`config.mk`:
```
export PLATFORM = sky130hd
export DESIGN_NAME = hsp_port
export DESIGN_NICKNAME = d
export VERILOG_FILES = /design/src/rtl/hsp_pkg.sv /design/src/rtl/hsp_sync_edge.sv /design/src/rtl/hsp_inte.sv /design/src/rtl/hsp_in_path.sv /design/src/rtl/hsp_out_path.sv /design/src/rtl/hsp_port.sv
export SDC_FILE = /design/constraint.sdc
export NUM_CORES = 1
export LEC_CHECK = 0
export BUFFER_PORTS_ARGS = -buffer_cell sky130_fd_sc_hd__buf_2
export CAP_MARGIN = 20
export CORE_MARGIN = 10
export CORE_UTILIZATION = 25
export CTS_CLUSTER_DIAMETER = 120
export CTS_CLUSTER_SIZE = 25
export DETAILED_ROUTE_END_ITERATION = 7
export SKIP_LAST_GASP = 1
export SLEW_MARGIN = 20
export SYNTH_ARGS = -nofsm -noshare
export SYNTH_HDL_FRONTEND = slang
export SYNTH_HIERARCHICAL = 1
export SYNTH_SLANG_ARGS = --single-unit
```
`constraint.sdc`:
```
create_clock -name clk -period 2.6 [get_ports clk]
set_input_delay 0.26 -clock clk [delete_from_list [all_inputs] [get_ports clk]]
set_output_delay 0.26 -clock clk [all_outputs]
set_load 0.1 [all_outputs]
```
`src/rtl/hsp_pkg.sv`:
```
package hsp_pkg;
  // Port C bit positions of the handshake lines; the bit set/reset command decodes them
  localparam int unsigned PC_W      = 8;
  localparam int unsigned PC_INTR   = 3;
  localparam int unsigned PC_STB    = 4;
  localparam int unsigned PC_IBF    = 5;
  localparam int unsigned PC_ACK    = 6;
  localparam int unsigned PC_OBF    = 7;
  localparam int unsigned BSR_SEL_W = $clog2(PC_W);

  typedef struct packed {
    logic rise;
    logic fall;
  } edge_t;
endpackage

```
`src/rtl/hsp_sync_edge.sv`:
```
module hsp_sync_edge
  import hsp_pkg::*;
#(
  parameter int unsigned STAGES = 2,
  parameter bit          IDLE   = 1'b1
) (
  input  logic  clk,
  input  logic  rst_n,
  input  logic  async_i,
  output edge_t edges_o
);
  logic [STAGES-1:0] chain_q, chain_d;
  logic              prev_q;
  logic              level;

  always_comb begin
    chain_d    = chain_q << 1;
    chain_d[0] = async_i;
  end

  assign level = chain_q[STAGES-1];

  always_ff @(posedge clk or negedge rst_n) begin
    if (!rst_n) begin
      chain_q <= {STAGES{IDLE}};
      prev_q  <= IDLE;
    end else begin
      chain_q <= chain_d;
      prev_q  <= level;
    end
  end

  assign edges_o.fall = prev_q & ~level;
  assign edges_o.rise = ~prev_q & level;
endmodule

```
`src/rtl/hsp_inte.sv`:
```
module hsp_inte
  import hsp_pkg::*;
(
  input  logic                 clk,
  input  logic                 rst_n,
  input  logic                 bsr_we,
  input  logic [BSR_SEL_W-1:0] bsr_sel,
  input  logic                 bsr_val,
  output logic                 inte_in_o,
  output logic                 inte_out_o
);
  logic hit_in, hit_out;

  assign hit_in  = bsr_we && (bsr_sel == BSR_SEL_W'(PC_STB));
  assign hit_out = bsr_we && (bsr_sel == BSR_SEL_W'(PC_ACK));

  always_ff @(posedge clk or negedge rst_n) begin
    if (!rst_n) begin
      inte_in_o <= 1'b0;
    end else if (hit_in) begin
      inte_in_o <= bsr_val;
    end
  end

  always_ff @(posedge clk or negedge rst_n) begin
    if (!rst_n) begin
      inte_out_o <= 1'b0;
    end else if (hit_out) begin
      inte_out_o <= bsr_val;
    end
  end

  // commands on other Port C bits leave both enables untouched
  p_bsr_other_r7: assert property (@(posedge clk) disable iff (!rst_n)
    (bsr_we && bsr_sel != BSR_SEL_W'(PC_STB) && bsr_sel != BSR_SEL_W'(PC_ACK))
      |=> ($stable(inte_in_o) && $stable(inte_out_o)));
endmodule

```
`src/rtl/hsp_in_path.sv`:
```
module hsp_in_path
  import hsp_pkg::*;
#(
  parameter int unsigned DW = 8
) (
  input  logic          clk,
  input  logic          rst_n,
  input  logic          en,
  input  logic          clr,
  input  edge_t         stb,
  input  logic          rd_start,
  input  logic          rd_end,
  input  logic          inte,
  input  logic [DW-1:0] din,
  output logic [DW-1:0] data_o,
  output logic          ibf_o,
  output logic          irq_o
);
  logic ibf_d, irq_d;
  logic data_en;

  assign data_en = en & ~clr & stb.fall;

  always_comb begin
    ibf_d = ibf_o;
    irq_d = irq_o;
    if (clr) begin
      ibf_d = 1'b0;
      irq_d = 1'b0;
    end else if (en) begin
      if (rd_start) irq_d = 1'b0;
      if (rd_end)   ibf_d = 1'b0;
      if (stb.fall) ibf_d = 1'b1;
      if (stb.rise && ibf_d && inte) irq_d = 1'b1;
    end
  end

  always_ff @(posedge clk or negedge rst_n) begin
    if (!rst_n) begin
      data_o <= '0;
    end else if (data_en) begin
      data_o <= din;
    end
  end

  always_ff @(posedge clk or negedge rst_n) begin
    if (!rst_n) begin
      ibf_o <= 1'b0;
      irq_o <= 1'b0;
    end else begin
      ibf_o <= ibf_d;
      irq_o <= irq_d;
    end
  end

  p_stb_latch_r2: assert property (@(posedge clk) disable iff (!rst_n)
    (en && !clr && stb.fall) |=> (ibf_o && data_o == $past(din)));

  p_rd_end_r4: assert property (@(posedge clk) disable iff (!rst_n)
    (en && !clr && rd_end && !stb.fall) |=> !ibf_o);

  p_rd_start_r4: assert property (@(posedge clk) disable iff (!rst_n)
    (en && !clr && rd_start && !stb.rise) |=> !irq_o);

  p_dir_clear_in_r9: assert property (@(posedge clk) disable iff (!rst_n)
    clr |=> (!ibf_o && !irq_o));
endmodule

```
`src/rtl/hsp_out_path.sv`:
```
module hsp_out_path
  import hsp_pkg::*;
#(
  parameter int unsigned DW = 8
) (
  input  logic          clk,
  input  logic          rst_n,
  input  logic          en,
  input  logic          clr,
  input  logic          wr,
  input  logic [DW-1:0] wdata,
  input  edge_t         ack,
  input  logic          inte,
  output logic [DW-1:0] data_o,
  output logic          obf_n_o,
  output logic          irq_o
);
  logic obf_n_d, irq_d;
  logic data_en;

  assign data_en = en & ~clr & wr;

  always_comb begin
    obf_n_d = obf_n_o;
    irq_d   = irq_o;
    if (clr) begin
      obf_n_d = 1'b1;
      irq_d   = 1'b0;
    end else if (en) begin
      if (ack.fall)         obf_n_d = 1'b1;
      if (ack.rise && inte) irq_d   = 1'b1;
      if (wr) begin
        obf_n_d = 1'b0;
        irq_d   = 1'b0;
      end
    end
  end

  always_ff @(posedge clk or negedge rst_n) begin
    if (!rst_n) begin
      data_o <= '0;
    end else if (data_en) begin
      data_o <= wdata;
    end
  end

  always_ff @(posedge clk or negedge rst_n) begin
    if (!rst_n) begin
      obf_n_o <= 1'b1;
      irq_o   <= 1'b0;
    end else begin
      obf_n_o <= obf_n_d;
      irq_o   <= irq_d;
    end
  end

  p_wr_obf_r5: assert property (@(posedge clk) disable iff (!rst_n)
    (en && !clr && wr) |=> (!obf_n_o && !irq_o && data_o == $past(wdata)));

  p_ack_fall_r6: assert property (@(posedge clk) disable iff (!rst_n)
    (en && !clr && ack.fall && !wr) |=> obf_n_o);

  p_wr_wins_r10: assert property (@(posedge clk) disable iff (!rst_n)
    (en && !clr && wr && ack.fall) |=> !obf_n_o);
endmodule

```
`src/rtl/hsp_port.sv`:
```
module hsp_port
  import hsp_pkg::*;
#(
  parameter int unsigned DW          = 8,
  parameter int unsigned SYNC_STAGES = 2
) (
  input  logic                 clk,
  input  logic                 rst_n,
  input  logic                 cfg_dir_in,
  input  logic                 cpu_wr,
  input  logic [DW-1:0]        cpu_wdata,
  input  logic                 cpu_rd,
  output logic [DW-1:0]        cpu_rdata,
  input  logic                 bsr_we,
  input  logic [BSR_SEL_W-1:0] bsr_sel,
  input  logic                 bsr_val,
  input  logic                 pc_stb_n,
  input  logic                 pc_ack_n,
  output logic [PC_W-1:0]      pc_out,
  input  logic [DW-1:0]        periph_din,
  output logic [DW-1:0]        periph_dout,
  output logic                 periph_oe
);
  localparam int unsigned RST_STAGES = 2;

  logic [RST_STAGES-1:0] rsync_q;
  logic                  rst_int_n;
  logic                  dir_q, rd_q;
  logic                  dir_chg, rd_start, rd_end;
  edge_t                 stb_e, ack_e;
  logic [DW-1:0]         in_data, out_data;
  logic                  ibf, in_irq, obf_n, out_irq;
  logic                  inte_in, inte_out, intr;
  logic [PC_W-1:0]       pc_c;

  // asynchronous assertion, synchronous release
  always_ff @(posedge clk or negedge rst_n) begin
    if (!rst_n) rsync_q <= '0;
    else        rsync_q <= {rsync_q[RST_STAGES-2:0], 1'b1};
  end
  assign rst_int_n = rsync_q[RST_STAGES-1];

  always_ff @(posedge clk or negedge rst_int_n) begin
    if (!rst_int_n) begin
      dir_q <= 1'b1;
      rd_q  <= 1'b0;
    end else begin
      dir_q <= cfg_dir_in;
      rd_q  <= cpu_rd;
    end
  end

  assign dir_chg  = dir_q ^ cfg_dir_in;
  assign rd_start = cpu_rd & ~rd_q;
  assign rd_end   = ~cpu_rd & rd_q;

  hsp_sync_edge #(.STAGES(SYNC_STAGES), .IDLE(1'b1)) u_stb_sync (
    .clk(clk), .rst_n(rst_int_n), .async_i(pc_stb_n), .edges_o(stb_e));

  hsp_sync_edge #(.STAGES(SYNC_STAGES), .IDLE(1'b1)) u_ack_sync (
    .clk(clk), .rst_n(rst_int_n), .async_i(pc_ack_n), .edges_o(ack_e));

  hsp_inte u_inte (
    .clk(clk), .rst_n(rst_int_n), .bsr_we(bsr_we), .bsr_sel(bsr_sel),
    .bsr_val(bsr_val), .inte_in_o(inte_in), .inte_out_o(inte_out));

  hsp_in_path #(.DW(DW)) u_in (
    .clk(clk), .rst_n(rst_int_n), .en(cfg_dir_in), .clr(dir_chg),
    .stb(stb_e), .rd_start(rd_start), .rd_end(rd_end), .inte(inte_in),
    .din(periph_din), .data_o(in_data), .ibf_o(ibf), .irq_o(in_irq));

  hsp_out_path #(.DW(DW)) u_out (
    .clk(clk), .rst_n(rst_int_n), .en(~cfg_dir_in), .clr(dir_chg),
    .wr(cpu_wr), .wdata(cpu_wdata), .ack(ack_e), .inte(inte_out),
    .data_o(out_data), .obf_n_o(obf_n), .irq_o(out_irq));

  assign intr = cfg_dir_in ? (in_irq & inte_in) : (out_irq & inte_out);

  always_comb begin
    pc_c          = '0;
    pc_c[PC_INTR] = intr;
    if (cfg_dir_in) pc_c[PC_IBF] = ibf;
    else            pc_c[PC_OBF] = obf_n;
  end

  assign pc_out      = pc_c;
  assign cpu_rdata   = cfg_dir_in ? in_data : out_data;
  assign periph_dout = out_data;
  assign periph_oe   = ~cfg_dir_in;

  // no request leaves the block while the current direction's enable is clear
  p_intr_gate_r7: assert property (@(posedge clk) disable iff (!rst_int_n)
    pc_out[PC_INTR] |-> (cfg_dir_in ? inte_in : inte_out));
endmodule

```
Word level (Yosys, flattened, before mapping):

Cells that the tools add are included.
W data, S select, Z words.

* eq/ne operators: 3
* muxes and demuxes: 22
* bitwise operators: 21
* reduce and logical (&&, ||, !) cells: 12

Operators by type and width (count)
* $mux W1: 21
* $and A1 B1 Y1: 12
* $reduce_bool A3 Y1: 3
* $mux W8: 1
* $not A1 Y1: 8
* $eq A3 B3 Y1 const B: 2
* $reduce_and A2 Y1: 3
* $logic_and A1 B1 Y1: 5
* $ne A2 B1 Y1 const B: 1
* $reduce_bool A2 Y1: 1
* $xor A1 B1 Y1: 1

* flip-flop bits (word level): 32
* input bits: 28
* output and inout port bits: 25

Logic depth before layout (Yosys ltp):

Gate-level depths: netlist of run 1.

* word-level depth: 11
* depth in mapped cells: 4
* depth with buffers taken out: 4

By module:

The synthesis of run 1 kept the hierarchy.

By module, submodules not included
* hsp_in_path: instances 1, cells an instance 27, area each 402.9 sq um, sequential area each 250.2 sq um
* hsp_out_path: instances 1, cells an instance 24, area each 392.9 sq um, sequential area each 251.5 sq um
* hsp_port: instances 1, cells an instance 30, area each 325.3 sq um, sequential area each 101.3 sq um
* hsp_sync_edge: instances 2, cells an instance 5, area each 93.8 sq um, sequential area each 78.8 sq um
* hsp_inte: instances 1, cells an instance 6, area each 97.6 sq um, sequential area each 50.0 sq um

Least setup slack after synthesis of run 1:

Ideal clock, no wire load.

* path kind: register to output
* start point: register u_out.data_o[0]
* end point: output cpu_rdata[0]
* arrival: 1563 ps
* data required time: 2340 ps
* path slack: 777 ps
* cell stages (with the launch flop): 2
* cell sequence: dfrtp_1 > mux2_2

* cells in the longest elaborated chain, start to end: 1

Ends and longest elaborated chain
* start: declaration: RTL line hsp_out_path.sv:14 `output logic [DW-1:0] data_o,`
* start signal: assignment: RTL line hsp_out_path.sv:43 `data_o <= wdata;`
* $mux W8: RTL line hsp_port.sv:87 `assign cpu_rdata = cfg_dir_in ? in_data : out_data;`
* end: declaration: RTL line hsp_port.sv:13 `output logic [DW-1:0] cpu_rdata,`

Every way passes these cells.

Worst setup path after layout of run 1:

* start point: register dir_q
* end point: register u_out.data_o[4]

* cells in the longest elaborated chain, start to end: 4

Ends and longest elaborated chain
* start: declaration: RTL line hsp_port.sv:28 `logic dir_q, rd_q;`
* start signal: assignment: RTL line hsp_port.sv:48 `dir_q <= cfg_dir_in;`
* $xor A1 B1 Y1: RTL line hsp_port.sv:53 `assign dir_chg = dir_q ^ cfg_dir_in;`
* named net dir_chg: RTL line hsp_port.sv:29 `logic dir_chg, rd_start, rd_end;`
* $not A1 Y1: RTL line hsp_out_path.sv:21 `assign data_en = en & ~clr & wr;`
* $and A1 B1 Y1 (2 in a row): RTL line hsp_out_path.sv:21

The timed path passes the listed nets, and every way through them passes these cells.
A chain may end at the register's enable or synchronous reset.

==> metrics.txt, run 1 <==
Fin Clk Skew 1.17 ps; Filler Cell Count 588; first-pass detailed-route iteration total 4; max cap viols 0; # port buffers 47; die footprint 9030 sq um; nets between 150 and 200; DRT iter0 DRCs 40; outcome complete, no violations; CTS tree built; register area share after synthesis 0.577; #FFs+latches synth 32; Post-Route WL 3020 um; leakage a little under 0.0009 uW; die width 95 um; postcts setup bufs 0; Final Wtd Congestion 0.692; number of I/O pins 53; Internal 964 uW; Net Sw Frac 0.458; met2 Use GR 0.0990; first-pass GRT wire length between 4000 and 5000 um; Final Max Tran Viols 0; total global routing overflow 0; DP HPWL 2300 um; syn_area_per_cell about 14 sq um; Pwr Density approximately 990 nW/um^2; GRT met1 Usage 0.0882; Initial Util 0.257; combinational power share 0.434; NetSw 813 uW; Remaining DRCs 0; worst-skew pair later-pin latency around 270 ps; RSZ-0062 raised after global routing no; gr usage total 0.0683; CORE AREA 5470 sq um; Setup TNS 0 ps; Root Driver clkbuf_8; CP Class flip-flop to flip-flop; Final min period 1650 ps; largest net degree at the start of global routing 31; YS warnings 6; final period utilization 0.636; crit path capture type flip-flop; DIE HEIGHT 95 um; Hold Fails Final Rpt 0; Unique masters post-synth 25; Num CTS Buffers 5; crit path launch type flip-flop; count of final setup violators 0; WP data required 2760 ps; via count 880; share of cells above drive strength 1 0.629; flop2flop setup slack 950 ps; Hold WC Path Type primary input to flip-flop; Fmax achieved approximately 0.60 GHz; initial antenna violation count 0; maximum vdd drop 0.000692 V; clock-pin slew on the worst setup and hold paths 60 ps; clk buf depth 2; Seq pwr share 0.355; met3 Track Usage GR 0.0262; Vias per Instance 3.95; final instance area between 1500 and 2000 sq um; per-cell routed wire length 13.5 um; area grow syn2layout 27.8%; Num Clock Sinks 32; Worst EP arrival about 1800 ps; DP Area 1700 sq um; Hold WS approximately 85 ps; Max FO, Critical Path 8; cell count after synthesis 97; busiest grt layer met2; Mapped Area 1410 sq um; Core Rows 27; Antenna diodes 0; H-Tree Depth 2; Final ANT Viol Nets 0; clock share of power 0.211; vias in the first global route roughly 980
[worst paths after layout]
path | startpoint | endpoint | depth (start not counted)
min in group asynchronous | rsync_q[1]$_DFF_PN0_ | rd_q$_DFF_PN0_ | 1
worst min-delay path | pc_stb_n | u_stb_sync/chain_q[0]$_DFF_PN1_ | 1
worst max-delay path | dir_q$_DFF_PN1_ | u_out/data_o[4]$_DFFE_PN0P_ | 3
max in group asynchronous | rsync_q[1]$_DFF_PN0_ | u_out/obf_n_o$_DFFE_PN1P_ | 1
worst min register to register | rsync_q[1]$_DFF_PN0_ | rd_q$_DFF_PN0_ | 1
worst max register to register | dir_q$_DFF_PN1_ | u_out/data_o[4]$_DFFE_PN0P_ | 3
[cell families after synthesis]
logic type	Yosys count	share of synthesized area
xor+xnor	1	0.00623
compound gates	7	0.0320
flops	32	0.577
buf+inv	8	0.0427
other cells	2	0.00534
simple gates	21	0.116
mux	26	0.222
[critical path, stage by stage, from the launching register on]
cell and delay (ps):
dfstp_2 520, xor2_1 350, nand3b_4 310, mux2_2 350
[repair_timing]
| item | in CTS | in global routing |
|---|---|---|
| hold buffers | 1 | 0 |
| endpoints found under the hold margin | 2 | 0 |
| resized for setup | 0 | 0 |
[Yosys cell counts]
library cell  instances  area, sq um
conb_1                2         7.51
inv_1                 1         3.75
a31oi_1               1         6.26
and2_2                2         15.0
a22oi_1               1         7.51
buf_6                 1         11.3
dfrtp_1              24          601
nand3b_4              2         40.0
buf_4                 6         45.0
o21bai_1              1         7.51
mux2_2               21          236
a21oi_1               2         10.0
nor3_1                1         5.00
and2b_2               3         26.3
nor2b_1               5         31.3
nand3_1               1         5.00
dfstp_2               8          210
nor2_1                1         3.75
xor2_1                1         8.76
o2111ai_1             1         8.76
nand4b_1              1         8.76
nand2_1               4         15.0
mux2_4                5         75.1
o21ai_0               1         5.00
and4bb_1              1         12.5
[placed cells by master (no fill, tap or decap)]
cell type,n
a31oi_1,1
nor2b_1,5
xor2_1,1
mux2_4,5
a21oi_1,2
nor3_1,1
nand4b_1,1
o21bai_1,1
dfrtp_1,24
o2111ai_1,1
clkbuf_8,6
conb_1,6
mux2_2,21
buf_2,47
a22oi_1,1
nand3_1,1
dlygate4sd3_1,1
nand3b_4,2
buf_4,1
and2_2,2
inv_1,1
dfstp_2,8
clkbuf_1,2
and4bb_1,1
and2b_2,3
nor2_1,1
o21ai_0,1
nand2_1,4
[per-layer routing]
| layer | up-vias | wire (um) |
|---|---|---|
| li1 | 428 | - |
| met1 | 413 | 1510 |
| met2 | 37 | 1250 |
| met3 | 2 | 214 |
| met4 | 0 | 31 |
| met5 | - | 0 |
[metrics by stage]
step           worst slack (ps)  total power, uW  utilization  std cells
2_1_floorplan               777             1320            -        101
3_3_place_gp                812             1410        0.310        214
3_5_place_dp                751             1420        0.310        214
4_1_cts                     931             1800        0.329        223
5_1_grt                     846             1860        0.329        223
6_report                    946             1780        0.329        223
[power groups by stage]
stage	registers, uW	logic, uW	clock network [uW]
after detailed placement	639	777	0
after floorplan	853	466	0
after global placement	638	775	0
final	630	772	375
after CTS	632	779	391
after global routing	644	806	410
[area by class of cell]
class	count	area, sq um	area share
clock buffers	8	90.1	0.0501
well taps	72	90.1	0.0501
repair buffers	49	253	0.141
flip-flops and latches	32	811	0.451
inverters	1	3.75	0.00209
multi-input cells	61	551	0.306
[state kept, by name (all words and copies together) (netlist names)]
| signal | count |
|---|---|
| u_inte/inte_out_o | 1 |
| u_in/ibf_o | 1 |
| u_ack_sync/chain_q | 2 |
| u_stb_sync/prev_q | 1 |
| u_out/irq_o | 1 |
| rd_q | 1 |
| u_ack_sync/prev_q | 1 |
| u_out/obf_n_o | 1 |
| dir_q | 1 |
| u_in/irq_o | 1 |
| rsync_q | 2 |
| u_stb_sync/chain_q | 2 |
| u_out/data_o | 8 |
| u_inte/inte_in_o | 1 |
| u_in/data_o | 8 |
Power figures use the tool's default switching activity.
==> run 2, diff against run 1 <==
==> constraint.sdc (replaced) <==
create_clock -name clk -period 1.65 [get_ports clk]
set_input_delay 0.165 -clock clk [delete_from_list [all_inputs] [get_ports clk]]
set_output_delay 0.165 -clock clk [all_outputs]
set_load 0.1 [all_outputs]
==> metrics.txt, run 2 (synthesis results as in run 1) <==
nets 183 (was 178); first-pass detailed-route iteration total 4 (unchanged); Initial Util 0.257 (unchanged); die footprint 9030 sq um (unchanged); total global routing overflow 0 (unchanged); Antenna diodes 0 (unchanged); Remaining DRCs 0 (unchanged); Hold WS 21.5 ps (was 85.4 ps); Fin Clk Skew 4.79 ps (was 1.17 ps); Worst EP arrival 1340 ps (was 1810 ps); Post-Route WL 3060 um (was 3020 um); count of final setup violators 0 (unchanged); commonest non-fill, non-tap cell in the layout buf_2 (unchanged); gr usage total 0.0717 (was 0.0683); CORE AREA 5470 sq um (unchanged); via count 914 (was 880); post_cts resized 0 (unchanged); area grow syn2layout 37.6% (was 27.8%); DIE HEIGHT 95 um (unchanged); # port buffers 47 (unchanged); Root Driver clkbuf_8 (unchanged); share of cells above drive strength 1 0.654 (was 0.629); Hold Fails Final Rpt 0 (unchanged); first-pass GRT wire length 4930 um (was 4800 um); WP data required 1480 ps (was 2760 ps); Final Max Tran Viols 0 (unchanged); clock-pin slew on the worst setup and hold paths 60 ps (about the same); worst-skew pair later-pin latency 270 ps (about the same); crit path launch type flip-flop (unchanged); Setup TNS 0 ps (unchanged); largest net degree at the start of global routing 31 (unchanged); Pwr Density 1510 nW/um^2 (was 988 nW/um^2); Fmax achieved 0.665 GHz; pre-CTS setup slack 142 ps (was 751 ps); Final Wtd Congestion 0.682 (was 0.692); Num Clock Sinks 32 (unchanged); leakage 0.000918 uW (was 0.000874 uW); outcome complete, no violations (unchanged); crit path capture type output port (was flip-flop); die width 95 um (unchanged); DP HPWL 2440 um (was 2300 um); RSZ-0062 raised after global routing no (unchanged); number of I/O pins 53 (unchanged); Max FO, Critical Path 2 (was 8); Final ANT Viol Nets 0 (unchanged); clk buf depth 2 (unchanged); maximum vdd drop 0.00102 V (was 0.000692 V); Worst Slack Setup Final 147 ps (was 946 ps); Core Rows 27 (unchanged); CTS tree built (unchanged); biggest regs u_in/data_o: 8 flops, u_out/data_o: 8 flops (unchanged); per-cell routed wire length 13.4 um (was 13.5 um); max cap viols 0 (unchanged); Num CTS Buffers 5 (unchanged); DRT iter0 DRCs 34 (was 40); commonest non-fill, non-tap cells in the layout buf_2, mux2_2, dfrtp_1 (was buf_2, dfrtp_1, mux2_2); initial antenna violation count 0 (unchanged); final period utilization 0.911; H-Tree Depth 2 (unchanged); Filler Cell Count 556 (was 588); Vias per Instance 4.01 (was 3.95); vias in the first global route 991 (was 978); CP Class flip-flop to output port (was flip-flop to flip-flop); Final min period approximately 1500 ps; Hold WC Path Type primary input to flip-flop (unchanged)
[run 2: changes by cell type in the layout (fill, tap and decap cells not counted)]
cell           previous run  this run
dfrtp_1                  24        20
dlygate4sd3_1             1         3
dfrtp_2                   0         4
buf_4                     1         4
buf_12                    0         6
buf_2                    47        41
[run 2: worst paths after layout]
check                                          start                           to  slack, ps  depth (start not counted)
min reg2reg                     rsync_q[1]$_DFF_PN0_   u_in/data_o[6]$_DFFE_PN0P_        250                          1
min in group asynchronous                      rst_n         rsync_q[0]$_DFF_PN0_        200                          2
max in group asynchronous       rsync_q[1]$_DFF_PN0_  u_stb_sync/prev_q$_DFF_PN1_       1090                          1
max reg2reg                          dir_q$_DFF_PN1_  u_out/data_o[7]$_DFFE_PN0P_        170                          3
max                        u_out/obf_n_o$_DFFE_PN1P_                    pc_out[7]        150                          2
min                                           cpu_rd               rd_q$_DFF_PN0_         20                          1
[run 2: timing repair]
item,in CTS,in global routing
endpoints found under the hold margin,4,0
hold buffers,3,0
setup buffers,0,0
[run 2: cell type report]
type	instances	area (sq um)	share of cell area
flip-flops and latches	32	816	0.421
repair buffers	54	385	0.199
well taps	72	90.1	0.0465
inverters	1	3.75	0.00194
clock buffers	8	90.1	0.0465
multi-input cells	61	551	0.284
[run 2: metal layers]
| metal | global-route usage | up-vias | wire, um |
|---|---|---|---|
| met5 | 0 | - | 0 |
| met4 | 0.0411 | 0 | 68 |
| met3 | 0.0317 | 6 | 308 |
| met2 | 0.110 | 44 | 1370 |
| met1 | 0.0812 | 421 | 1320 |
| li1 | - | 443 | - |
[run 2: worst max-delay path, stage by stage (launching register included)]
cell     delay [ps]
dfstp_2         520
and2b_2         130
buf_2           410
[run 2: report_power, final]
part           total [uW]  switching [uW]  internal, uW
Sequential            996            70.8           925
Clock                 595             255           339
Combinational        1330             977           354
Total                2920            1300          1620
[run 2: stage by stage]
stage / total power (uW) / cells / cell area (sq um) / utilization
2_1_floorplan: 2080 / 101 / 1430 / -
3_3_place_gp: 2340 / 217 / 1820 / 0.332
3_5_place_dp: 2350 / 217 / 1820 / 0.332
4_1_cts: 2960 / 228 / 1940 / 0.354
5_1_grt: 3060 / 228 / 1940 / 0.354
6_report: 2920 / 228 / 1940 / 0.354
==> run 3, diff against run 2 <==
--- a/config.mk
+++ b/config.mk
@@ -12,9 +12,9 @@
 export CTS_CLUSTER_DIAMETER = 120
 export CTS_CLUSTER_SIZE = 25
 export DETAILED_ROUTE_END_ITERATION = 7
+export PLACE_DENSITY = 0.47
 export SKIP_LAST_GASP = 1
 export SLEW_MARGIN = 20
 export SYNTH_ARGS = -nofsm -noshare
 export SYNTH_HDL_FRONTEND = slang
-export SYNTH_HIERARCHICAL = 1
 export SYNTH_SLANG_ARGS = --single-unit
==> metrics.txt, run 3 <==
first-pass detailed-route iteration total 3 (was 4); crit path launch type flip-flop (unchanged); YS warnings 0 (was 6); Remaining DRCs 0 (unchanged); gr usage total 0.0801 (was 0.0717); outcome complete, no violations (unchanged); Final Max Tran Viols 0 (unchanged); Hold Fails Final Rpt 0 (unchanged); Post-Route WL 3330 um (was 3060 um); cell count after synthesis 99 (was 97); Final min period 1540 ps (was 1500 ps); maximum vdd drop 0.000961 V (was 0.00102 V); CP max stage cell dfstp_2 (unchanged); main flop type after synthesis dfrtp_1 (unchanged); count of final setup violators 0 (unchanged); clock-pin slew on the worst setup and hold paths 60 ps (about the same); Worst Slack Setup Final 109 ps (was 147 ps); Max FO, Critical Path 2 (unchanged); Final Wtd Congestion 0.715 (was 0.682); register area share after synthesis 0.584 (was 0.577); Setup TNS 0 ps (unchanged); final period utilization 0.934 (was 0.911); most numerous cell in the Yosys netlist mux2_2 (was dfrtp_1); DIE HEIGHT 94.5 um (was 95 um); worst-skew pair later-pin latency 280 ps (was 270 ps); relative slew slack 0.651; vias in the first global route 1093 (was 991); clk buf depth 2 (unchanged); Num Clock Sinks 32 (unchanged); number of I/O pins 53 (unchanged); final core area utilization 0.345 (was 0.354); nets 185 (was 183); Async S/R FF share, synth 1.00 (unchanged); post_cts resized 0 (unchanged); Num CTS Buffers 5 (unchanged); Worst-Margin Slew 524 ps; via count 949 (was 914); Post-synth EDFFs 0 (unchanged); # port buffers 47 (unchanged); crit path capture type output port (unchanged); Synth area leaders dfrtp_1, mux2_2, dfstp_2, buf_4, and4bb_2 (was dfrtp_1, mux2_2, dfstp_2, mux2_4, buf_4); Unique masters post-synth 25 (unchanged); CP Class flip-flop to output port (unchanged); Root Driver clkbuf_8 (unchanged); pre-CTS setup slack 203 ps (was 142 ps); Worst Hold Depth 1 (unchanged); DP HPWL 2700 um (was 2440 um); WP data required 1480 ps (about the same); share of cells above drive strength 1 0.673 (was 0.654); leakage 0.000868 uW (was 0.000918 uW); Worst EP arrival 1380 ps (was 1340 ps); most frequent cells after synthesis mux2_2, dfrtp_1, dfstp_2 (was dfrtp_1, mux2_2, dfstp_2); RSZ-0062 raised after global routing no (unchanged); #FFs+latches synth 32 (unchanged); postcts setup bufs 0 (unchanged); biggest regs u_in.data_o: 8 flops, u_out.data_o: 8 flops (was u_in/data_o: 8 flops, u_out/data_o: 8 flops); Core Rows 27 (unchanged); max cap viols 0 (unchanged); Fmax achieved 0.649 GHz (was 0.665 GHz); Initial Util 0.255 (was 0.257); DRT iter0 DRCs 42 (was 34); die footprint 8930 sq um (was 9030 sq um); Mapped Area 1390 sq um (was 1410 sq um); largest net degree at the start of global routing 20 (was 31); CTS tree built (unchanged); CORE AREA 5440 sq um (was 5470 sq um); commonest non-fill, non-tap cells in the layout buf_2, mux2_2, dfrtp_1 (unchanged); first-pass GRT wire length 5460 um (was 4930 um); Fin Clk Skew 9.35 ps (was 4.79 ps); Yosys top cell by area dfrtp_1 (unchanged); die width 94.5 um (was 95 um); Vias per Instance 4.16 (was 4.01); CTS Hold Bufs 3 (unchanged); worst r2r path cells 3 (unchanged); Pwr Density 1390 nW/um^2 (was 1510 nW/um^2); CP max stage delay 530 ps (was 520 ps); post-synth top area share 0.433 (was 0.427); Antenna diodes 0 (unchanged); syn_area_per_cell 14.0 sq um (was 14.5 sq um); initial antenna violation count 0 (unchanged); Final ANT Viol Nets 0 (unchanged); Hold WC Path Type primary input to flip-flop (unchanged); per-cell routed wire length 14.6 um (was 13.4 um); total global routing overflow 0 (unchanged); commonest non-fill, non-tap cell in the layout buf_2 (unchanged); H-Tree Depth 2 (unchanged); CP Cell Sequence inv_1 > nor2_2 > buf_2 (was and2b_2 > buf_2); area grow syn2layout 35.3% (was 37.6%)
## run 3: cell count changes after synthesis, moves of 3 or more
cell / delta
and2b_2: -3
inv_1: +3
mux2_2: +5
mux2_4: -5
nand2b_1: +3
nor2b_1: -5
## run 3: cells by family after synthesis
logic type                 Yosys count  share of synthesized area
DFF                                 32                      0.584
muxes                               26                      0.211
and+or+nand+nor                     19                     0.0974
buffers and inverters               11                     0.0469
AOI/OAI and AO/OA                    7                     0.0370
adders and majority gates            2                     0.0180
other                                2                    0.00541
## run 3: final timing paths
kind | from | to | slack (ps)
hold / removal | cpu_rd | rd_q$_DFF_PN0_ | 20
setup / recovery | u_out.obf_n_o$_DFFE_PN1P_ | pc_out[7] | 110
max in group asynchronous | rsync_q[1]$_DFF_PN0_ | u_ack_sync.chain_q[0]$_DFF_PN1_ | 880
hold reg to reg | rsync_q[1]$_DFF_PN0_ | u_in.data_o[6]$_DFFE_PN0P_ | 200
min in group asynchronous | rst_n | rsync_q[1]$_DFF_PN0_ | 190
setup reg to reg | dir_q$_DFF_PN1_ | u_in.data_o[1]$_DFFE_PN0P_ | 220
## run 3: metal layers
layer / track usage / share of wire / routed length, um / up-vias
met4: 0.0337 / 0.0057 / 19 / 0
met3: 0.0420 / 0.084 / 280 / 2
met1: 0.0900 / 0.43 / 1430 / 468
li1: - / - / - / 445
met2: 0.125 / 0.48 / 1600 / 34
met5: 0 / 0 / 0 / -
## run 3: stage by stage
step           instance area (sq um)  power, uW  std cells  hold WS, ps
6_report                        1880       2610        228         20.2
5_1_grt                         1880       2740        228         9.08
4_1_cts                         1880       2660        228         6.99
3_5_place_dp                    1770       2070        217        -48.0
3_3_place_gp                    1770       2060        217        -49.6
2_1_floorplan                   1450       1910        103         -131
## run 3: layout make-up
cell class                      instances  area, sq um
Fill cell                             563         3560
Clock buffer                            7         76.3
Sequential cell                        32          821
Tap cell                               72         90.1
Multi-Input combinational cell         60          547
Inverter                                4         18.8
Clock inverter                          1         5.00
Timing Repair Buffer                   52          320
## run 3: report_power, final
| part | total, uW | switching [uW] | internal (uW) | leakage [uW] |
|---|---|---|---|---|
| sequential | 990 | 74.8 | 915 | 0.000366 |
| combinational | 1060 | 834 | 229 | 0.000459 |
| clock | 559 | 263 | 295 | 0.0000422 |
| total | 2610 | 1170 | 1440 | 0.000868 |
## run 3: critical path, delay by kind of cell (launching register included)
family	cells	cell delay, ps
buffers and inverters	2	490
DFF	1	530
and+or+nand+nor	1	80
